### config.mk
export PLATFORM = sky130hd
export DESIGN_NAME = icb_bank
export DESIGN_NICKNAME = d
export VERILOG_FILES = /design/src/rtl/icb_pkg.sv /design/src/rtl/icb_decode.sv /design/src/rtl/icb_cause_bit.sv /design/src/rtl/icb_mask.sv /design/src/rtl/icb_readmux.sv /design/src/rtl/icb_bank.sv
export SDC_FILE = /design/constraint.sdc
export NUM_CORES = 1
export LEC_CHECK = 0
export ABC_CLOCK_PERIOD_IN_PS = 2820
export CORE_MARGIN = 5
export CORE_UTILIZATION = 40
export CTS_BUF_LIST = sky130_fd_sc_hd__clkbuf_8
export DETAILED_ROUTE_END_ITERATION = 16
export PLACE_DENSITY_LB_ADDON = 0.08
export SLEW_MARGIN = 20
export SYNTH_ARGS = -nofsm -noshare
export SYNTH_HDL_FRONTEND = slang
export SYNTH_HIERARCHICAL = 1
export SYNTH_SLANG_ARGS = --single-unit
### constraint.sdc
create_clock -name clk -period 2.82 [get_ports clk]
set_input_delay 0.423 -clock clk [delete_from_list [all_inputs] [get_ports clk]]
set_output_delay 0.423 -clock clk [all_outputs]
set_load 0.005 [all_outputs]
### src/rtl/icb_pkg.sv
package icb_pkg;

  typedef enum logic [2:0] {
    OFS_MODE   = 3'd0,
    OFS_CAUSE  = 3'd1,
    OFS_MASKED = 3'd2,
    OFS_SET    = 3'd3,
    OFS_MASK   = 3'd4,
    OFS_MSET   = 3'd5,
    OFS_MCLR   = 3'd6
  } icb_ofs_e;

  typedef struct packed {
    logic wr_mode;
    logic wr_cause;   // write to cause or masked-cause view
    logic rd_cause;   // read of cause or masked-cause view
    logic wr_set;
    logic wr_mask;
    logic wr_mset;
    logic wr_mclr;
  } icb_stb_t;

endpackage

### src/rtl/icb_decode.sv
module icb_decode
  import icb_pkg::*;
#(
  parameter int ADDR_W = 3
) (
  input  logic [ADDR_W-1:0] addr_i,
  input  logic              we_i,
  input  logic              re_i,
  output icb_stb_t          stb_o
);

  function automatic logic hit(input logic [ADDR_W-1:0] a, input icb_ofs_e o);
    return a == ADDR_W'(o);
  endfunction

  always_comb begin
    stb_o          = '0;
    stb_o.wr_mode  = we_i && hit(addr_i, OFS_MODE);
    stb_o.wr_cause = we_i && (hit(addr_i, OFS_CAUSE) || hit(addr_i, OFS_MASKED));
    stb_o.rd_cause = re_i && (hit(addr_i, OFS_CAUSE) || hit(addr_i, OFS_MASKED));
    stb_o.wr_set   = we_i && hit(addr_i, OFS_SET);
    stb_o.wr_mask  = we_i && hit(addr_i, OFS_MASK);
    stb_o.wr_mset  = we_i && hit(addr_i, OFS_MSET);
    stb_o.wr_mclr  = we_i && hit(addr_i, OFS_MCLR);
  end

endmodule

### src/rtl/icb_cause_bit.sv
module icb_cause_bit (
  input  logic clk,
  input  logic rst_n,
  input  logic mode_wr_i,   // clear-mode register write
  input  logic mode_d_i,    // write data bit for clear-mode
  input  logic w1c_i,       // write of 1 to cause / masked view
  input  logic rd_i,        // read of cause / masked view
  input  logic set_i,       // hardware or software set
  output logic mode_o,
  output logic q_o,
  output logic d_o
);

  logic mode_q, q;
  logic clr;

  // 0: write-one clears, 1: read clears
  assign clr = mode_q ? rd_i : w1c_i;
  assign d_o = set_i | (q & ~clr);

  always_ff @(posedge clk or negedge rst_n) begin
    if (!rst_n) begin
      mode_q <= 1'b0;
      q      <= 1'b0;
    end else begin
      if (mode_wr_i) mode_q <= mode_d_i;
      q <= d_o;
    end
  end

  assign mode_o = mode_q;
  assign q_o    = q;

  a_r9_set_wins: assert property (@(posedge clk) disable iff (!rst_n)
    set_i |=> q_o);
  a_r3_w1c_clears: assert property (@(posedge clk) disable iff (!rst_n)
    (!mode_o && w1c_i && !set_i) |=> !q_o);
  a_r4_read_clears: assert property (@(posedge clk) disable iff (!rst_n)
    (mode_o && rd_i && !set_i) |=> !q_o);
  a_r4_write_ignored: assert property (@(posedge clk) disable iff (!rst_n)
    (mode_o && !rd_i && !set_i) |=> (q_o == $past(q_o)));

endmodule

### src/rtl/icb_mask.sv
module icb_mask #(
  parameter int N = 32
) (
  input  logic         clk,
  input  logic         rst_n,
  input  logic         wr_i,
  input  logic         set_i,
  input  logic         clr_i,
  input  logic [N-1:0] wdata_i,
  output logic [N-1:0] mask_o,
  output logic [N-1:0] nxt_o
);

  logic [N-1:0] mask_q;

  always_comb begin
    nxt_o = mask_q;
    if (wr_i)  nxt_o = wdata_i;
    if (set_i) nxt_o = mask_q | wdata_i;
    if (clr_i) nxt_o = mask_q & ~wdata_i;
  end

  always_ff @(posedge clk or negedge rst_n) begin
    if (!rst_n) mask_q <= '1;
    else        mask_q <= nxt_o;
  end

  assign mask_o = mask_q;

  a_r7_direct_write: assert property (@(posedge clk) disable iff (!rst_n)
    wr_i |=> (mask_o == $past(wdata_i)));
  a_r8_set_port: assert property (@(posedge clk) disable iff (!rst_n)
    set_i |=> ((mask_o & $past(wdata_i)) == $past(wdata_i)));
  a_r8_clr_port: assert property (@(posedge clk) disable iff (!rst_n)
    clr_i |=> ((mask_o & $past(wdata_i)) == '0));
  a_r8_idle_hold: assert property (@(posedge clk) disable iff (!rst_n)
    (!wr_i && !set_i && !clr_i) |=> $stable(mask_o));

endmodule

### src/rtl/icb_readmux.sv
module icb_readmux
  import icb_pkg::*;
#(
  parameter int N      = 32,
  parameter int DATA_W = 32,
  parameter int ADDR_W = 3
) (
  input  logic              clk,
  input  logic              rst_n,
  input  logic [ADDR_W-1:0] addr_i,
  input  logic [N-1:0]      mode_i,
  input  logic [N-1:0]      cause_i,
  input  logic [N-1:0]      mask_i,
  output logic [DATA_W-1:0] rdata_o
);

  logic [N-1:0] sel;

  always_comb begin
    sel = '0;
    if      (addr_i == ADDR_W'(OFS_MODE))   sel = mode_i;
    else if (addr_i == ADDR_W'(OFS_CAUSE))  sel = cause_i;
    else if (addr_i == ADDR_W'(OFS_MASKED)) sel = cause_i & ~mask_i;
    else if (addr_i == ADDR_W'(OFS_MASK))   sel = mask_i;
  end

  assign rdata_o = DATA_W'(sel);

  a_r6_set_port_reads_zero: assert property (@(posedge clk) disable iff (!rst_n)
    (addr_i == ADDR_W'(OFS_SET)) |-> (rdata_o == '0));
  a_r8_mask_ports_read_zero: assert property (@(posedge clk) disable iff (!rst_n)
    ((addr_i == ADDR_W'(OFS_MSET)) || (addr_i == ADDR_W'(OFS_MCLR))) |-> (rdata_o == '0));

endmodule

### src/rtl/icb_bank.sv
module icb_bank
  import icb_pkg::*;
#(
  parameter int N_SRC  = 32,
  parameter int DATA_W = 32,
  parameter int ADDR_W = 3
) (
  input  logic              clk,
  input  logic              rst_n,
  input  logic [ADDR_W-1:0] bus_addr,
  input  logic [DATA_W-1:0] bus_wdata,
  input  logic              bus_we,
  input  logic              bus_re,
  output logic [DATA_W-1:0] bus_rdata,
  input  logic [N_SRC-1:0]  src_pulse,
  output logic              irq_o
);

  localparam int W = N_SRC;

  icb_stb_t     stb;
  logic [W-1:0] wd;
  logic [W-1:0] mode, cause, cause_d, mask, mask_d;
  logic         irq_q;

  assign wd = bus_wdata[W-1:0];

  icb_decode #(.ADDR_W(ADDR_W)) u_dec (
    .addr_i (bus_addr),
    .we_i   (bus_we),
    .re_i   (bus_re),
    .stb_o  (stb)
  );

  for (genvar i = 0; i < W; i++) begin : g_bit
    icb_cause_bit u_bit (
      .clk       (clk),
      .rst_n     (rst_n),
      .mode_wr_i (stb.wr_mode),
      .mode_d_i  (wd[i]),
      .w1c_i     (stb.wr_cause && wd[i]),
      .rd_i      (stb.rd_cause),
      .set_i     (src_pulse[i] || (stb.wr_set && wd[i])),
      .mode_o    (mode[i]),
      .q_o       (cause[i]),
      .d_o       (cause_d[i])
    );
  end

  icb_mask #(.N(W)) u_mask (
    .clk     (clk),
    .rst_n   (rst_n),
    .wr_i    (stb.wr_mask),
    .set_i   (stb.wr_mset),
    .clr_i   (stb.wr_mclr),
    .wdata_i (wd),
    .mask_o  (mask),
    .nxt_o   (mask_d)
  );

  icb_readmux #(.N(W), .DATA_W(DATA_W), .ADDR_W(ADDR_W)) u_rd (
    .clk     (clk),
    .rst_n   (rst_n),
    .addr_i  (bus_addr),
    .mode_i  (mode),
    .cause_i (cause),
    .mask_i  (mask),
    .rdata_o (bus_rdata)
  );

  always_ff @(posedge clk or negedge rst_n) begin
    if (!rst_n) irq_q <= 1'b0;
    else        irq_q <= |(cause_d & ~mask_d);
  end

  assign irq_o = irq_q;

  a_r10_irq_tracks_bank: assert property (@(posedge clk) disable iff (!rst_n)
    irq_o == |(cause & ~mask));
  a_r9_source_latches: assert property (@(posedge clk) disable iff (!rst_n)
    (src_pulse != '0) |=> ((cause & $past(src_pulse)) == $past(src_pulse)));

endmodule

==> results.txt, run 1 <==
The number of gates resized after CTS was 0. The worst endpoint required time came out at 3.08 ns. The tightest min-delay check is of the input pin to asynchronous set/reset pin type.

In the synthesized netlist the dominant register cell turns out to be sky130_fd_sc_hd__dfrtp_1. The largest net degree at the start of global routing came out at 48. The fraction of layout instances using a drive strength above 1 is between 10% and 20%. The number of levels the H-tree was split into came out at 3. The setup TNS after final layout is 0 ns. The number of standard cells in the final layout excluding fillers came out at 978. The post-placement cell count is 962.

The buffer depth of the longest clock path is 2. Buffers placed on the I/O ports in this run total between 100 and 150. The hold buffer count at CTS came out at 0. The number of setup buffers added after CTS came out at 0. The root buffer selected by CTS is sky130_fd_sc_hd__clkbuf_8. Based on the critical path, the design can be clocked at up to between 0.3 and 0.4 GHz. The number of antenna violations at the first check in global routing is 0. The row count is 46. The post-synth design cell area came out at 6520 um^2. The leakage power is 3.42 nW.

The via count of the routed design came out at 5,473. The final cycle utilization of the critical path came out at 89.7%. In this run, synthesis produced a sequential element count of a little under 100. Across the run, the number of max-cap violations was 0.

The arrival time reported for the critical path endpoint is 2.78 ns. The wire length of the first global-routing pass is 31,300 um. The worst slack on hold paths is 0.0539 ns. The floorplan step set the die width to 138 um.

The area enclosed by the die boundary came out at 19,000 um^2. Setup repair after global routing left no endpoint under its margin. The clock tree skew after final layout came out at about 0.011 ns. After global routing the overflow that remains totals 0. 0 antenna diodes ended up in the layout.

The highest fanout seen on the critical path came out at 16. The via count of the first global-routing pass is 5,614. The final count of pins violating max slew was 0. The minimum clock period is 2.53 ns. The number of flops mapped to enable cells by yosys is 0. For this run, the total global-route usage over all layers was measured as 21.2%. The number of search-and-repair iterations in the first detailed-routing pass is 5. The run finished with clean final reports. The worst setup path is launched from an input pin. The later-pin clock latency in the skew report came out at 0.38 ns. The TritonCTS clock tree is done. The Yosys warning count came out at 6. The fraction of the yosys area taken by sequential cells is about 38%. STA classifies the critical path endpoint as a flop. The number of hold violations in the final report was 0. The initial detailed-routing violation count is 344.

For the pin with the worst max-slew slack, the measured transition is about 0.65 ns. For this block, the routed nets add up to 19,500 um of wire. The total core area is 15,900 um^2. Once the floorplan was initialized, standard cells occupied 40.9% of the core.

The HPWL after detailed placement is 13,600 um. Of all flip-flops after synthesis, the portion carrying an async set or reset was 100%. Routability-driven placement finished with a final weighted congestion of 0.862. The net count reported at finish is 828.

The max-slew headroom at the worst pin is between 50% and 60%. The number of standard cells after synthesis came out at 658. The total I/O pin count came out at 104. The wire length per cell is 20.0 um. The number of buffers inserted during clock tree synthesis came out at 9.

The post-synthesis average cell area came out at 9.91 um^2. By startpoint and endpoint, the worst setup path is classified as input pin to flop. Dividing the detail-routed via count by the number of cells gives 5.60. The number of library cell types mapped by synthesis came out at 29. After detailed routing, the number of remaining DRC violations is 0. The clock net in this run drives a total of 97 sinks.

Compared with the post-synthesis result, the final layout area differs by 23.3%. The count of final setup violators is 0. The power density over the cells is 441 nW/um^2. The die boundary height came out at approximately 140 um. The clock transition time at the flip-flop clock pins of the worst setup and hold paths is 0.10 ns. The number of nets with antenna violations after routing is 0. The net count after synthesis is 729. The peak supply drop came out at 0.242 mV.
-- state kept, by name, indices dropped and copies added, names as in the netlist --
register            count
g_bit.u_bit/mode_o     32
g_bit.u_bit/q_o        32
irq_o                   1
u_mask/mask_o          32
-- cell usage in the layout (no fill, tap or decap), drive strengths merged --
master and count:
nand2b 2, dfstp 32, o21ai 32, a21o 64
nand2 34, buf 35, o31ai 32, a32oi 32
nor2 34, clkinvlp 1, dfrtp 65, o22ai 16
inv 35, clkinv 1, clkbuf 11, nand4 1
nor3b 4, mux2i 64, nor3 98, clkdlybuf4s50 99
xnor2 1, nor4 4, and2 32, mux2 32
nor2b 1
-- stage by stage --
step                      worst slack (ns)  util, %  cell area, um^2  total power [mW]
after global routing                0.0866     50.5             8050              3.75
after global placement            -0.00454     49.4             7870              2.68
after floorplan                      0.312        -             6530              2.27
after detailed placement            -0.143     49.4             7870              2.71
after CTS                            0.258     50.5             8050              3.59
final                                0.292     50.5             8050              3.54
-- Yosys cell counts (16+ instances only) --
cell | n | share of area [%]
sky130_fd_sc_hd__nor3_2 | 60 | 9.2
sky130_fd_sc_hd__nand2_1 | 34 | 2.0
sky130_fd_sc_hd__nor2_1 | 34 | 2.0
sky130_fd_sc_hd__inv_1 | 32 | 1.8
sky130_fd_sc_hd__o22ai_1 | 16 | 1.5
sky130_fd_sc_hd__o21ai_0 | 32 | 2.5
sky130_fd_sc_hd__nor3_1 | 38 | 2.9
sky130_fd_sc_hd__a32oi_1 | 32 | 4.3
sky130_fd_sc_hd__a21o_1 | 64 | 7.4
sky130_fd_sc_hd__buf_2 | 21 | 1.6
sky130_fd_sc_hd__dfstp_2 | 32 | 13
sky130_fd_sc_hd__and2_1 | 32 | 3.1
sky130_fd_sc_hd__o31ai_1 | 32 | 3.7
sky130_fd_sc_hd__dfrtp_1 | 65 | 25
sky130_fd_sc_hd__mux2i_1 | 64 | 9.8
sky130_fd_sc_hd__mux2_1 | 32 | 5.5
-- worst max-delay path, stage by stage --
cell                              delay (ns)
sky130_fd_sc_hd__clkdlybuf4s50_1        0.50
sky130_fd_sc_hd__nand2_1                0.13
sky130_fd_sc_hd__nor3b_2                0.31
sky130_fd_sc_hd__buf_4                  0.29
sky130_fd_sc_hd__nor3_1                 0.08
sky130_fd_sc_hd__nor3_1                 0.28
sky130_fd_sc_hd__o22ai_1                0.14
sky130_fd_sc_hd__nor4_1                 0.46
sky130_fd_sc_hd__nand4_1                0.15
-- metal layers --
metal  vias up  global-route usage (%)  wire length, um
li1       2618                       -                -
met1      2701                    30.7             9470
met2       136                    33.4             8890
met3        18                    2.92              939
met4         0                    5.43              249
met5         -                       0                0
-- area by class of cell --
cell class	count	area, um^2
clock inverter	5	23.8
tap	216	270
multi-input combinational	483	3670
fill	1483	7900
inverter	32	120
sequential	97	2470
timing repair buffer	134	1350
clock buffer	11	151
-- cells by family after synthesis --
group           Yosys count  synth area share [%]
xor+xnor                  1                 0.134
simple gates            210                  20.8
compound gates          176                  19.3
buf+inv                  78                  6.56
flops                    97                  37.8
mux                      96                  15.3
-- power breakdown --
group	internal [mW]	switching (mW)	leakage, nW
combinational	0.482	0.443	2.30
sequential	1.59	0.163	1.02
clock	0.359	0.503	0.0991
-- worst paths after layout --
| path | startpoint | slack (ns) | cells after the start | to |
|---|---|---|---|---|
| max in group asynchronous | rst_n | 1.81 | 3 | u_mask/mask_o[4]$_DFF_PN1_ |
| min reg2reg | g_bit[18].u_bit/q_o$_DFF_PN0_ | 0.54 | 1 | g_bit[18].u_bit/q_o$_DFF_PN0_ |
| max | bus_we | 0.29 | 9 | irq_o$_DFF_PN0_ |
| max reg2reg | u_mask/mask_o[0]$_DFF_PN1_ | 1.01 | 5 | irq_o$_DFF_PN0_ |
| min | rst_n | 0.05 | 1 | g_bit[6].u_bit/mode_o$_DFFE_PN0P_ |
| min in group clk | g_bit[18].u_bit/q_o$_DFF_PN0_ | 0.54 | 1 | g_bit[18].u_bit/q_o$_DFF_PN0_ |
Note: power is estimated with default switching activity, not from simulation.
==> run 2: changes to the inputs <==
--- a/config.mk
+++ b/config.mk
@@ -10,7 +10,7 @@
 export CORE_UTILIZATION = 40
 export CTS_BUF_LIST = sky130_fd_sc_hd__clkbuf_8
 export DETAILED_ROUTE_END_ITERATION = 16
-export PLACE_DENSITY_LB_ADDON = 0.08
+export PLACE_DENSITY = 0.62
 export SLEW_MARGIN = 20
 export SYNTH_ARGS = -nofsm -noshare
 export SYNTH_HDL_FRONTEND = slang
==> run 2 against run 1 <==
Count of clock-buffer cells in the layout is 1 lower. Flip-flop and latch count stayed put. Sequential power hardly changed. Fmax is 2.5% lower. Clock power is 19% higher. Clock skew is 0.0012 ns lower. Utilization is 0.41 points higher. Largest cell class unchanged. First-iteration DRC count is 32% higher. Combinational power is 0.9% higher. Sequential share of layout area is 0.25 points lower. Via count is 2.3% higher. Final cell count is 0.61% higher.
==> results.txt, run 2 (synthesized netlist as in run 1, its figures left out) <==
Static timing analysis puts the maximum clock frequency at 0.386 GHz. The largest individual stage delay along the critical path comes from the cell sky130_fd_sc_hd__clkdlybuf4s50_1. Setup repair after global routing left no endpoint under its margin. After global routing the overflow that remains totals 0.

In the layout the commonest cells are sky130_fd_sc_hd__clkdlybuf4s50_1 (99), sky130_fd_sc_hd__dfrtp_1 (65), sky130_fd_sc_hd__a21o_1 (64), sky130_fd_sc_hd__mux2i_1 (64), sky130_fd_sc_hd__nor3_2 (61). The class of the most critical hold timing path is input pin to asynchronous set/reset pin. The share of power burned in the clock network came out at 27.7%. The flow ran to the end, and the final reports show no timing, DRC or antenna violations. After clock tree synthesis, the clock-pin slew on the worst setup and hold paths is approximately 0.10 ns.

For this block, the routed nets add up to between 15,000 and 20,000 um of wire. The part of the power in registers came out at 47.2%. Counting the buffers created by CTS gives 9.

The total core area is roughly 16,000 um^2. The internal reg-to-reg setup slack is 1.10 ns. The worst endpoint required time is 2.40 ns. The synthesis-to-layout area growth came out at 24.3%. The wire length of the first global-routing pass is around 32,000 um. The wire length per cell is between 20 and 25 um.

The power spent charging and discharging nets is 1.13 mW. The estimated wirelength of the detail-placed design came out at 14,000 um. The die boundary height came out at between 100 and 150 um. The residual DRC count came out at 0.

The number of sinks driven by the clock tree came out at 97. The die covers 19,000 um^2. The design internal power came out at around 2.6 mW. The worst slack on hold paths is between 0.5 and 0.6 ns. Leaving out fill and tap cells, the most frequent cell in the layout is sky130_fd_sc_hd__clkdlybuf4s50_1. The die width is approximately 140 um. The most numerous cell type found on the critical path is sky130_fd_sc_hd__buf_4. The TritonCTS clock tree is done. The longest clock path from root to sink contains 2 buffers. The fraction of layout instances using a drive strength above 1 is 20.3%.

The kind of launch point of the worst setup path is an input pin. Row generation in the floorplan step produced 46 rows. The via count of the routed design came out at 5,600.

The clock arrives with 0.00974 ns of skew. Overall power consumption after layout is estimated at ~3.7 mW. Headroom to the max-slew limit came out at between 40% and 50%. Counting both buffers and inverters, the worst setup path holds a total of 5. The number of antenna violations at the first check in global routing is 0. The count of final setup violators is 0.

The worst register-to-register path begins at u_mask/mask_o[0]$_DFF_PN1_. Pin placement for this block handled 104 I/O pins. Net switching is 30.3% of the power. Grouping stages by cell kind, the critical path spends the most delay in buffers and inverters. The combinational fraction of design power came out at 25.1%. The number of levels the H-tree was split into is 3. Entering global routing, the biggest net connects 35 pins.

The number of antenna diodes came out at 0. The later-pin clock latency in the skew report is 0.39 ns. The number of search-and-repair iterations in the first detailed-routing pass came out at 5.

The transition time at the pin with the least slew margin is 0.804 ns. The via count of the first global-routing pass is 5,630. The critical path goes through buf_2 > buf_4 > nor2b_4 > buf_4 > a32oi_1 > o31ai_1 > buf_4 > clkdlybuf4s50_1. The number of nets with antenna violations after routing is 0.

Along the worst path, the maximum fanout reaches 13. The analysis attributes to cell leakage a power of 3.46 nW. In the routed layout, each cell is associated on average with a via count of around 5.7.

The net count reported at finish is 835. The number of cell instances on the worst register-to-register path is 6. The all-layer global routing usage came out at 21.4%. The capture instance of the worst register-to-register path is irq_o$_DFF_PN0_. The number of filler instances in the final layout came out at 1,456. The number of hold violations in the final report is 0. The class of the most critical setup path is input pin to primary output. The initial standard-cell utilization of the core is 40.9%. STA classifies the critical path endpoint as a primary output. The setup TNS after final layout came out at 0 ns.

The initial detailed-routing violation count came out at 453. The minimum setup slack in the final design is 0.227 ns. The peak supply drop is between 0.2 and 0.25 mV.

The number of setup buffers added after CTS is 0. The root buffer selected by CTS is sky130_fd_sc_hd__clkbuf_8. The number of input and output port buffers inserted came out at 103. The routability congestion estimate is 0.887. In this design, the stage delay of the slowest critical-path cell is roughly 0.44 ns.

The number of max-cap violations came out at 0. Prior to clock tree synthesis, the placed netlist has a worst setup slack of -0.125 ns. The final count of pins violating max slew came out at 0.

The power density over the cells came out at 459 nW/um^2. After layout, the worst path uses 91.9% of the clock period. The arrival time reported for the critical path endpoint came out at 2.17 ns.

The minimum clock period came out at ~2.6 ns.
run 2: power groups by stage:
stage               Combinational, mW  Sequential, mW  Clock, mW
floorplan                       0.534            1.73          0
finish                          0.934            1.75       1.03
CTS                             0.940            1.75       1.05
detailed placement              0.936            1.78          0
global route                     1.02            1.78       1.11
global placement                0.915            1.77          0
run 2: routing by layer:
metal	GRT usage [%]	part of all wire [%]	vias to the layer above
met2	32.9	45	176
met5	0	0	-
met1	30.9	48	2759
met4	6.97	1.8	0
met3	3.25	5.4	22
li1	-	-	2643
run 2: per-stage QoR:
step,util (%),std cells,area [um^2]
after CTS,50.9,984,8110
after global routing,50.9,984,8110
after global placement,49.5,968,7890
after detailed placement,49.5,968,7890
after floorplan,-,658,6530
final,50.9,984,8110
run 2: final cells by class:
class                      count  area [um^2]  share of cell area [%]
clock buffer                  10          138                    1.70
clock inverter                 5         72.6                   0.895
inverter                      32          120                    1.48
multi-input combinational    483         3670                    45.2
sequential                    97         2470                    30.4
tap                          216          270                    3.33
timing repair buffer         141         1380                    17.0
run 2: worst max path at each step:
stage / slack [ns] / from / depth (start not counted) / to
after detailed placement: -0.13 / bus_we / 10 / irq_o$_DFF_PN0_
after floorplan: 0.31 / bus_addr[0] / 8 / irq_o$_DFF_PN0_
after global placement: 0.002 / bus_we / 10 / irq_o$_DFF_PN0_
after CTS: 0.21 / bus_addr[0] / 8 / bus_rdata[30]
final: 0.23 / bus_addr[0] / 8 / bus_rdata[30]
after global routing: 0.14 / bus_addr[0] / 7 / bus_rdata[23]
run 2: what timing repair did:
item                      CTS  global route
gates resized for setup     0             0
hold buffers                1             0
hold endpoints to repair   19             0
==> run 3: changes to the inputs <==
--- a/config.mk
+++ b/config.mk
@@ -5,10 +5,10 @@
 export SDC_FILE = /design/constraint.sdc
 export NUM_CORES = 1
 export LEC_CHECK = 0
-export ABC_CLOCK_PERIOD_IN_PS = 2820
+export ABC_CLOCK_PERIOD_IN_PS = 2700
 export CORE_MARGIN = 5
 export CORE_UTILIZATION = 40
-export CTS_BUF_LIST = sky130_fd_sc_hd__clkbuf_8
+export CTS_BUF_LIST = sky130_fd_sc_hd__clkbuf_2 sky130_fd_sc_hd__clkbuf_4 sky130_fd_sc_hd__clkbuf_8
 export DETAILED_ROUTE_END_ITERATION = 16
 export PLACE_DENSITY = 0.62
 export SLEW_MARGIN = 20
==> constraint.sdc (replaced) <==
create_clock -name clk -period 2.7 [get_ports clk]
set_input_delay 0.405 -clock clk [delete_from_list [all_inputs] [get_ports clk]]
set_output_delay 0.405 -clock clk [all_outputs]
set_load 0.005 [all_outputs]
==> run 3 against run 2 <==
Critical path depth decreased by 1. Power increased by 6.2%. Flip-flop and latch count unchanged. Clock power increased by 9%. Largest cell class unchanged. Largest power group unchanged.
==> results.txt, run 3 (synthesized netlist as in run 1, its figures left out) <==
The flow ran to the end, and the final reports show no timing, DRC or antenna violations. STA classifies the critical path endpoint as a primary output. Max-cap violations in this run came to 0. Setup repair after global routing left no endpoint under its margin. The die width came out at 138 um.

The number of sinks driven by the clock tree is between 90 and 100. The power density over the cells is roughly 480 nW/um^2. The number of antenna diodes came out at 0. The residual DRC count came out at 0.

The net count reported at finish came out at 840. For the final database, setup skew stands at 0.00834 ns. The post-placement cell count came out at 974. The kind of launch point of the worst setup path is an input pin. The cell sitting at the root of the clock tree is a sky130_fd_sc_hd__clkbuf_8.

The minimum setup slack after placement came out at -0.0929 ns. The routability congestion estimate came out at 0.801. Clock latency on the worst-skew pair, taken at its later pin, is 0.38 ns.

In this run the worst hold path is classified as input pin to asynchronous set/reset pin. The setup TNS after final layout is 0 ns. The library cell used most frequently in the layout, excluding fill and tap cells, is sky130_fd_sc_hd__clkdlybuf4s50_1.

The fraction of layout instances using a drive strength above 1 is a little over a fifth. The TritonCTS clock tree is done. The buffer depth of the longest clock path came out at 2. The number of filler instances in the final layout came out at between 1,000 and 1,500. The number of levels the H-tree was split into came out at 3. The number of antenna violations at the first check in global routing came to 0. Clock-pin slew was measured on the worst setup and hold paths at approximately 0.10 ns. The largest net degree at the start of global routing is 43.

The total power consumption of the routed design is 3.95 mW. The via density per instance is 5.72. The number of hold violations in the final report came out at 0. The internal reg-to-reg setup slack came out at ~0.93 ns. The HPWL after detailed placement is 14,000 um. In the layout the commonest cells are sky130_fd_sc_hd__clkdlybuf4s50_1 (99), sky130_fd_sc_hd__dfrtp_1 (65), sky130_fd_sc_hd__a21o_1 (64), sky130_fd_sc_hd__mux2i_1 (64), sky130_fd_sc_hd__nor3_2 (61). The endpoint identified for the worst register-to-register timing path is irq_o$_DFF_PN0_. The hold buffer count at CTS is 0. In this run the standard cell core region covers between 15,000 and 20,000 um^2. The minimum clock period came out at 2.49 ns. The via count of the first global-routing pass came to 5,655. The worst-case IR drop observed on VDD is 0.203 mV. The number of standard cells in the final layout excluding fillers came out at 990. The final route contains 5,667 vias.

The number of search-and-repair iterations in the first detailed-routing pass is 4. The die boundary height is between 100 and 150 um. The synthesis-to-layout area growth is 25.9%.

Counting cells, the worst reg-to-reg path comes to 6. After detailed routing, the total wire length is between 20,000 and 25,000 um. The count of cells resized by post-cts repair came out at 0.

The initial standard-cell utilization of the core came out at 40.9%. The row count came out at 46. The number of nets with antenna violations after routing is 0.

The arrival time reported for the critical path endpoint came out at approximately 2.1 ns. The wire length per cell came out at approximately 20 um. Across all setup checks in the final design, the least slack found is 0.214 ns. The remaining global-route overflow came out at 0. The start of the worst register-to-register path is u_mask/mask_o[0]$_DFF_PN1_. In this run the worst path has a maximum fanout of 18.

At the pin with the least slew margin, the transition time is about 0.61 ns. The total I/O pin count is roughly 100. For this run, the top clock speed supported by timing is 0.402 GHz.

The all-layer global routing usage is a little over a fifth. The initial detailed-routing violation count is between 300 and 400. The area enclosed by the die boundary is approximately 19,000 um^2.

The max-slew headroom at the worst pin came out at 59.4%. The count of final setup violators is 0. The number of setup buffers added after CTS is 0. The worst endpoint required time came out at 2.30 ns. The final count of pins violating max slew is 0. Port buffering added 103 buffers. The final cycle utilization of the critical path is 92.1%. The leakage power came out at 3.51 nW. The number of buffers inserted during clock tree synthesis is 9.

The wire length of the first global-routing pass came out at 31,600 um. The worst setup path is of the input pin to primary output kind.
## run 3: report_power, final
group / switching [mW] / internal (mW) / leakage [nW] / total (mW)
sequential: 0.169 / 1.66 / 1.02 / 1.83
combinational: 0.477 / 0.519 / 2.37 / 0.995
clock: 0.552 / 0.570 / 0.115 / 1.12
## run 3: worst max-delay path, cell delays in order
cell and delay, ns:
sky130_fd_sc_hd__buf_2 0.13, sky130_fd_sc_hd__buf_12 0.17, sky130_fd_sc_hd__nor2b_4 0.34, sky130_fd_sc_hd__buf_12 0.22, sky130_fd_sc_hd__a32oi_1 0.11, sky130_fd_sc_hd__o31ai_1 0.12, sky130_fd_sc_hd__clkdlybuf4s50_1 0.57
## run 3: final cells by class
cell class                 instances  area, um^2  area share (%)
multi-input combinational        483        3670            44.6
clock inverter                     5        77.6           0.944
inverter                          32         120            1.46
sequential                        97        2470            30.0
timing repair buffer             146        1460            17.8
tap                              216         270            3.29
clock buffer                      11         151            1.84
## run 3: worst max-delay path by stage
stage	from	endpoint	slack, ns	cells past startpoint
final	bus_addr[0]	bus_rdata[23]	0.21	7
after global routing	bus_we	irq_o$_DFF_PN0_	0.10	10
after CTS	bus_addr[0]	bus_rdata[23]	0.23	6
after detailed placement	bus_we	irq_o$_DFF_PN0_	-0.09	10
after global placement	bus_we	irq_o$_DFF_PN0_	-0.11	10
after floorplan	bus_addr[0]	irq_o$_DFF_PN0_	0.21	8
## run 3: layer usage
metal	GRT usage, %	wire, um	up-vias
li1	-	-	2644
met1	30.9	9230	2778
met2	33.0	9030	221
met3	3.43	1430	24
met4	6.42	327	0
met5	0	0	-
## run 3: per-stage QoR
| step | area, um^2 | utilization, % | hold slack [ns] |
|---|---|---|---|
| 2_1_floorplan | 6530 | - | 0.109 |
| 3_3_place_gp | 7990 | 50.1 | 0.445 |
| 3_5_place_dp | 7990 | 50.1 | 0.446 |
| 4_1_cts | 8210 | 51.5 | 0.0195 |
| 5_1_grt | 8210 | 51.5 | 0.0462 |
| 6_report | 8210 | 51.5 | 0.0268 |
